**src/rtl/uart_mp_pkg.sv**
```systemverilog
package uart_mp_pkg;
  typedef enum logic [1:0] {
    MODE_SYNC = 2'd0,
    MODE_8BIT = 2'd1,
    MODE_9BIT = 2'd2,
    MODE_9ALT = 2'd3
  } rx_mode_e;

  typedef enum logic {
    FR_IDLE = 1'b0,
    FR_RUN  = 1'b1
  } fr_state_e;
endpackage

```
**src/rtl/uart_mp_sync.sv**
```systemverilog
module uart_mp_sync #(
  parameter int STAGES = 2
) (
  input  logic clk,
  input  logic rst_n,
  input  logic d_i,
  output logic q_o
);
  logic [STAGES-1:0] chain;

  generate
    for (genvar g = 0; g < STAGES; g++) begin : g_stage
      always_ff @(posedge clk or negedge rst_n) begin
        if (!rst_n) chain[g] <= 1'b1;
        else if (g == 0) chain[g] <= d_i;
        else chain[g] <= chain[(g == 0) ? 0 : g-1];
      end
    end
  endgenerate

  assign q_o = chain[STAGES-1];
endmodule

```
**src/rtl/uart_mp_framer.sv**
```systemverilog
module uart_mp_framer
  import uart_mp_pkg::*;
#(
  parameter int DW  = 8,
  parameter int OSR = 16
) (
  input  logic          clk,
  input  logic          rst_n,
  input  logic          active_i,
  input  logic          nine_i,
  input  logic          tick_i,
  input  logic          rx_i,
  output logic          done_o,
  output logic          nine_o,
  output logic [DW-1:0] data_o,
  output logic          b9_o,
  output logic          stop_o
);
  localparam int CNT_W = $clog2(OSR);
  localparam int IDX_W = $clog2(DW + 3);
  localparam logic [CNT_W-1:0] S_A   = CNT_W'(OSR/2 - 1);
  localparam logic [CNT_W-1:0] S_B   = CNT_W'(OSR/2);
  localparam logic [CNT_W-1:0] S_C   = CNT_W'(OSR/2 + 1);
  localparam logic [CNT_W-1:0] S_END = CNT_W'(OSR - 1);
  localparam logic [IDX_W-1:0] LAST8 = IDX_W'(DW + 1);
  localparam logic [IDX_W-1:0] LAST9 = IDX_W'(DW + 2);

  fr_state_e        st;
  logic [CNT_W-1:0] cnt;
  logic [IDX_W-1:0] bidx;
  logic [IDX_W-1:0] last;
  logic             va, vb, maj;
  logic [DW:0]      shreg;
  logic             nine_q, stop_q, done_q;

  assign maj  = (va & vb) | (va & rx_i) | (vb & rx_i);
  assign last = nine_q ? LAST9 : LAST8;

  always_ff @(posedge clk or negedge rst_n) begin
    if (!rst_n) begin
      st     <= FR_IDLE;
      cnt    <= '0;
      bidx   <= '0;
      va     <= 1'b1;
      vb     <= 1'b1;
      shreg  <= '0;
      nine_q <= 1'b0;
      stop_q <= 1'b0;
      done_q <= 1'b0;
    end else begin
      done_q <= 1'b0;
      if (!active_i) begin
        st <= FR_IDLE;
      end else if (tick_i) begin
        case (st)
          FR_IDLE: begin
            if (!rx_i) begin
              st     <= FR_RUN;
              cnt    <= CNT_W'(1);
              bidx   <= '0;
              nine_q <= nine_i;
            end
          end
          FR_RUN: begin
            cnt <= (cnt == S_END) ? '0 : cnt + 1'b1;
            if (cnt == S_END) bidx <= bidx + 1'b1;
            if (cnt == S_A) va <= rx_i;
            if (cnt == S_B) vb <= rx_i;
            if (cnt == S_C) begin
              if (bidx == '0) begin
                if (maj) st <= FR_IDLE;
              end else if (bidx == last) begin
                st     <= FR_IDLE;
                stop_q <= maj;
                done_q <= 1'b1;
              end else begin
                shreg <= {maj, shreg[DW:1]};
              end
            end
          end
          default: st <= FR_IDLE;
        endcase
      end
    end
  end

  always_comb begin
    if (nine_q) begin
      data_o = shreg[DW-1:0];
      b9_o   = shreg[DW];
    end else begin
      data_o = shreg[DW:1];
      b9_o   = stop_q;
    end
  end

  assign done_o = done_q;
  assign nine_o = nine_q;
  assign stop_o = stop_q;
endmodule

```
**src/rtl/uart_mp_gate.sv**
```systemverilog
module uart_mp_gate #(
  parameter int DW = 8
) (
  input  logic          clk,
  input  logic          rst_n,
  input  logic          done_i,
  input  logic          nine_i,
  input  logic [DW-1:0] data_i,
  input  logic          b9_i,
  input  logic          stop_i,
  input  logic          sm2_i,
  input  logic          ready_i,
  output logic          valid_o,
  output logic [DW-1:0] data_o,
  output logic          b9_o
);
  logic pass, accept;

  assign pass   = !sm2_i || (nine_i ? b9_i : stop_i);
  assign accept = done_i && pass && !valid_o;

  always_ff @(posedge clk or negedge rst_n) begin
    if (!rst_n) begin
      valid_o <= 1'b0;
      data_o  <= '0;
      b9_o    <= 1'b0;
    end else begin
      if (accept) begin
        valid_o <= 1'b1;
        data_o  <= data_i;
        b9_o    <= b9_i;
      end else if (valid_o && ready_i) begin
        valid_o <= 1'b0;
      end
    end
  end
endmodule

```
**src/rtl/uart_mp_irq.sv**
```systemverilog
module uart_mp_irq #(
  parameter int SOURCES = 2
) (
  input  logic [SOURCES-1:0] flag_i,
  input  logic [SOURCES-1:0] en_i,
  output logic [SOURCES-1:0] req_o
);
  generate
    for (genvar g = 0; g < SOURCES; g++) begin : g_src
      assign req_o[g] = flag_i[g] & en_i[g];
    end
  endgenerate
endmodule

```
**src/rtl/uart_mp_rx.sv**
```systemverilog
module uart_mp_rx
  import uart_mp_pkg::*;
#(
  parameter int DW          = 8,
  parameter int OSR         = 16,
  parameter int SYNC_STAGES = 2
) (
  input  logic          clk,
  input  logic          rst_n,
  input  logic          rxd_i,
  input  logic          tick_i,
  input  logic [1:0]    mode_i,
  input  logic          sm2_i,
  input  logic          rx_en_i,
  output logic          rx_valid_o,
  input  logic          rx_ready_i,
  output logic [DW-1:0] rx_data_o,
  output logic          rx_bit9_o,
  input  logic          rx_irq_en_i,
  output logic          rx_irq_o,
  input  logic          tx_flag_i,
  input  logic          tx_irq_en_i,
  output logic          tx_irq_o
);
  rx_mode_e      mode;
  logic          rx_s, active;
  logic          fr_done, fr_nine, fr_b9, fr_stop;
  logic [DW-1:0] fr_data;
  logic [1:0]    irq_req;

  assign mode   = rx_mode_e'(mode_i);
  assign active = rx_en_i && (mode != MODE_SYNC);

  uart_mp_sync #(.STAGES(SYNC_STAGES)) u_sync (
    .clk(clk), .rst_n(rst_n), .d_i(rxd_i), .q_o(rx_s)
  );

  uart_mp_framer #(.DW(DW), .OSR(OSR)) u_framer (
    .clk(clk), .rst_n(rst_n), .active_i(active),
    .nine_i(mode == MODE_9BIT || mode == MODE_9ALT),
    .tick_i(tick_i), .rx_i(rx_s), .done_o(fr_done), .nine_o(fr_nine),
    .data_o(fr_data), .b9_o(fr_b9), .stop_o(fr_stop)
  );

  uart_mp_gate #(.DW(DW)) u_gate (
    .clk(clk), .rst_n(rst_n), .done_i(fr_done), .nine_i(fr_nine),
    .data_i(fr_data), .b9_i(fr_b9), .stop_i(fr_stop), .sm2_i(sm2_i),
    .ready_i(rx_ready_i), .valid_o(rx_valid_o), .data_o(rx_data_o),
    .b9_o(rx_bit9_o)
  );

  uart_mp_irq #(.SOURCES(2)) u_irq (
    .flag_i({tx_flag_i, rx_valid_o}),
    .en_i({tx_irq_en_i, rx_irq_en_i}),
    .req_o(irq_req)
  );

  assign rx_irq_o = irq_req[0];
  assign tx_irq_o = irq_req[1];
endmodule

```
**config.mk**
```make
export PLATFORM = sky130hd
export DESIGN_NAME = uart_mp_rx
export DESIGN_NICKNAME = d
export VERILOG_FILES = /design/src/rtl/uart_mp_pkg.sv /design/src/rtl/uart_mp_sync.sv /design/src/rtl/uart_mp_framer.sv /design/src/rtl/uart_mp_gate.sv /design/src/rtl/uart_mp_irq.sv /design/src/rtl/uart_mp_rx.sv
export SDC_FILE = /design/constraint.sdc
export NUM_CORES = 1
export LEC_CHECK = 0
export BUFFER_PORTS_ARGS = -buffer_cell sky130_fd_sc_hd__buf_2
export CORE_MARGIN = 2
export CORE_UTILIZATION = 35
export CTS_CLUSTER_DIAMETER = 60
export DETAILED_ROUTE_END_ITERATION = 8
export PLACE_DENSITY_LB_ADDON = 0.08
export SLEW_MARGIN = 10
export SYNTH_ARGS = -nofsm -noshare
export SYNTH_HDL_FRONTEND = slang
export SYNTH_HIERARCHICAL = 1
export SYNTH_SLANG_ARGS = --single-unit
```
**constraint.sdc**
```tcl
create_clock -name clk -period 3.8 [get_ports clk]
set_input_delay 0.19 -clock clk [delete_from_list [all_inputs] [get_ports clk]]
set_output_delay 0.19 -clock clk [all_outputs]
set_load 0.05 [all_outputs]
```
==> PnR_summary.wiki <==
{| class="wikitable"
! Metric !! Value
|-
| Result of the run || finished, violations left
|-
| Violated checks || negative hold slack
|-
| Combined area of the multi-input logic cells || 854.6 um2
|-
| Global-route congestion overflow total || 0
|-
| Launch point of the critical path || u_framer/nine_o
|-
| Standby leakage power || 1.001 nW
|-
| Most common library cell in the layout ignoring fill and taps || dfrtp_1
|-
| Number of detailed-route iterations in the first pass || 4
|-
| Worst-Skew Late Latency || 0.28 ns
|-
| Crit-path max FO || 14
|-
| DRC Markers || 0
|-
| Area taken by flip-flops and latches || 880.8 um2
|-
| Count of routing violations after the opening detailed-route iteration || 50
|-
| Clock tree from TritonCTS || built
|-
| Max Clk Rate || 463.7 MHz
|-
| Clock skew || 0.01023 ns
|-
| Number of filler instances in the final layout || 482
|-
| CTS buffer count || 5
|-
| Met2 wire len || 1.433 mm
|-
| Final worst path period need || 2.157 ns
|-
| Ys async rst share || 1.000
|-
| GP Congestion || 0.7714
|-
| Clock transition time at the flip-flop clock pins of the worst setup and hold paths || 0.07 ns
|-
| Predominant post-synthesis flop cell || dfrtp_1
|-
| Share of total power consumed by net switching || 0.2497
|-
| Hold Worst Slack || -0.02708 ns
|-
| Vertical extent of the die || 75.43 um
|-
| Tightest Hold Check Type || in -> async
|-
| Wirelength per Cell || 13.36 um
|-
| Setup WS post-layout || 1.643 ns
|-
| Clock Root Buffer || clkbuf_8
|-
| Mean post-synth cell area || 12.49 um2
|-
| Port Buf Inserts || 23
|-
| Wire length on met3 || 133 um
|-
| Die Footprint || 5689 um2
|-
| Max-cap violations || 0
|-
| Maximum number of pins on one net before global-route repair || 36
|-
| Count of final max-slew check failures || 0
|-
| Final total negative setup slack || 0 ns
|-
| Antenna violations before repair || 0
|-
| Number of enable-type register cells in the synthesized netlist || 0
|-
| Syn nets || 160
|-
| Worst Path Required || 3.96 ns
|-
| Nets@finish || 187
|-
| Tcrit/Tclk final || 0.5675
|-
| Crit Reg-Reg Endpoint || u_framer/shreg[7]
|-
| Number of non-filler instances in the completed layout || 238
|-
| RSZ-0062 raised after global routing || false
|-
| Worst Reg-to-Reg Cells || 4
|-
| Clock network fraction of design power || 0.345
|-
| Total vias in the final route || 1139
|-
| Global-route wire length before repair || 5.513 mm
|-
| H-Tree Level Count || 2
|-
| Post-Route M1 WL || 1.589 mm
|-
| Total count of hold-check failures in the final report || 28
|-
| Number of warnings reported in the yosys synthesis log || 6
|-
| NetSw || 183.6 uW
|-
| PnR Total Power || 735.3 uW
|-
| Top cell type by total area after synthesis || dfrtp_1
|-
| Critical path startpoint category || flip-flop
|-
| Crit Path Class || reg -> reg
|-
| Floorplan row count || 25
|-
| Fraction of synthesized cell area taken by the top area cell type || 0.4345
|-
| Number of synthesized register bits || 35
|-
| Number of library cell types mapped by synthesis || 42
|-
| Total Routing Usage GR || 0.1308
|-
| Final design instance area without fill || 2052 um2
|-
| Worst voltage drop across the vdd grid || 0.2191 mV
|-
| Power per standard cell area || 358.3 nW/um2
|-
| Standard cell area after detailed placement || 1961 um2
|-
| Syn Inst Count || 143
|-
| Startpoint of the worst register-to-register path || u_framer/nine_o
|-
| Max stage delay on crit path || 0.58 ns
|-
| Reg-to-reg slack, setup || 1.64 ns
|-
| Fraction of power consumed by sequential logic || 0.559
|-
| Clock net sink count || 35
|-
| Slowest-stage cell, CP || dfrtp_1
|-
| Area added between synthesis and finish || 14.93%
|-
| Worst-Margin Slew || 0.7620 ns
|-
| Post-Route WL || 3.179 mm
|-
| Final number of setup-violating endpoints || 0
|-
| Starting density of the core || 0.3706
|-
| Number of antenna repair diodes || 0
|-
| DRT antenna net count || 0
|-
| Rel. slew slack || 0.4920
|-
| Post-Synthesis Cell Area || 1785 um2
|-
| Worst slack at placement || 1.647 ns
|-
| HPWL after DPL || 2.285 mm
|-
| Seq/Total Area, Yosys || 0.4933
|-
| Post-Route Utilization || 0.4260
|-
| Bufs and invs on worst path || 0
|-
| Core Region || 4817 um2
|-
| Family with the most delay on the worst path || compound AO/OA/AOI/OAI gates
|-
| Highest metal layer with signal wires || met4
|-
| Largest cells by area after synthesis || dfrtp_1 (43%), mux2_2 (14%), mux2_4 (7.6%), dfstp_2 (5.9%), ha_1 (3.5%)
|-
| I/O pin count || 24
|-
| Count of placed standard cells including taps || 229
|-
| Ratio of routed vias to standard cells || 4.786
|-
| Crit path cell chain || nor2b_1 -> a211oi_1 -> o21ba_1 -> mux2_4
|-
| Vias in the first global route || 1153
|-
| Commonest non-fill, non-tap cells in the layout || dfrtp_1 (31), buf_2 (23), mux2_2 (22)
|-
| Power Internal || 551.6 uW
|-
| Maximum buffer depth of the clock tree || 2
|-
| Layout cell share with drive strength beyond 1 || 0.3977
|-
| Combinational fraction of design power || 0.096
|-
| CP Capture Type || flip-flop
|-
| Buffers inserted by post-CTS timing repair || 0
|-
| Die width || 75.43 um
|-
| Data arrival time at the worst-slack endpoint || 2.32 ns
|}
-- registers in the layout, indices dropped and copies added, names as in the netlist --
signal           count
u_gate/data_o        8
u_gate/b9_o          1
u_framer/shreg       9
u_sync/q_o           1
u_sync/chain         1
u_gate/valid_o       1
u_framer/cnt         4
u_framer/va          1
u_framer/bidx        4
u_framer/vb          1
u_framer/stop_o      1
u_framer/done_o      1
u_framer/st          1
u_framer/nine_o      1
-- cells by family after synthesis --
family	count (synthesis)	share of synthesized area
flip-flops	35	0.4933
AND/OR/NAND/NOR	34	0.1170
multiplexers	33	0.2257
AO/OA/AOI/OAI	24	0.09532
buffers and inverters	11	0.02803
adder cells (fa/ha/maj)	6	0.04064
-- power by group through the flow --
| stage | clock, mW | combinational [mW] | sequential, mW |
|---|---|---|---|
| after global routing | 0.288 | 0.0796 | 0.414 |
| after detailed placement | 0 | 0.0710 | 0.418 |
| final | 0.254 | 0.0704 | 0.411 |
| after global placement | 0 | 0.0683 | 0.417 |
| after CTS | 0.267 | 0.0713 | 0.412 |
| after floorplan | 0 | 0.0578 | 0.404 |
-- what timing repair did --
item,in CTS,in global routing
hold buffers,0,1
setup endpoints to repair,0,0
resized for setup,0,0
hold endpoints to repair,0,1
-- final cells by class --
class,count,share of cell area
inverters,7,0.01280
multi-input cells,97,0.4165
flip-flops and latches,35,0.4293
repair buffers,24,0.06098
well taps,67,0.04085
clock inverters,1,0.002439
clock buffers,7,0.03720
-- layer usage --
layer | up-vias | global-route usage
met3 | 2 | 0.04497
met1 | 552 | 0.1805
met2 | 19 | 0.1913
li1 | 566 | -
met4 | 0 | 0.04678
met5 | - | 0
-- worst max path at each step --
stage | slack (ns) | end | depth (start not counted)
4_1_cts | 1.62 | u_framer/shreg[7] | 4
5_1_grt | 1.44 | u_framer/shreg[5] | 4
3_3_place_gp | 1.68 | u_framer/shreg[4] | 4
6_report | 1.64 | u_framer/shreg[7] | 4
2_1_floorplan | 1.93 | u_gate/data_o[0] | 5
3_5_place_dp | 1.65 | u_framer/shreg[5] | 4
-- synth_stat cells, types with 2 or more instances --
library cell and instances:
clkbuf_1 2, nand3_1 5, nand2b_1 3, nor3b_1 2, ha_1 5, nand2_1 5, mux2_4 9, or3_1 2
a22o_1 3, dfrtp_1 31, mux2i_1 2, o21ai_0 4, dfstp_2 4, a21oi_1 7, mux2_2 22, nor2_1 2
and2_1 3, inv_1 7, nor2b_1 2
Note: power is estimated with default switching activity, not from simulation.
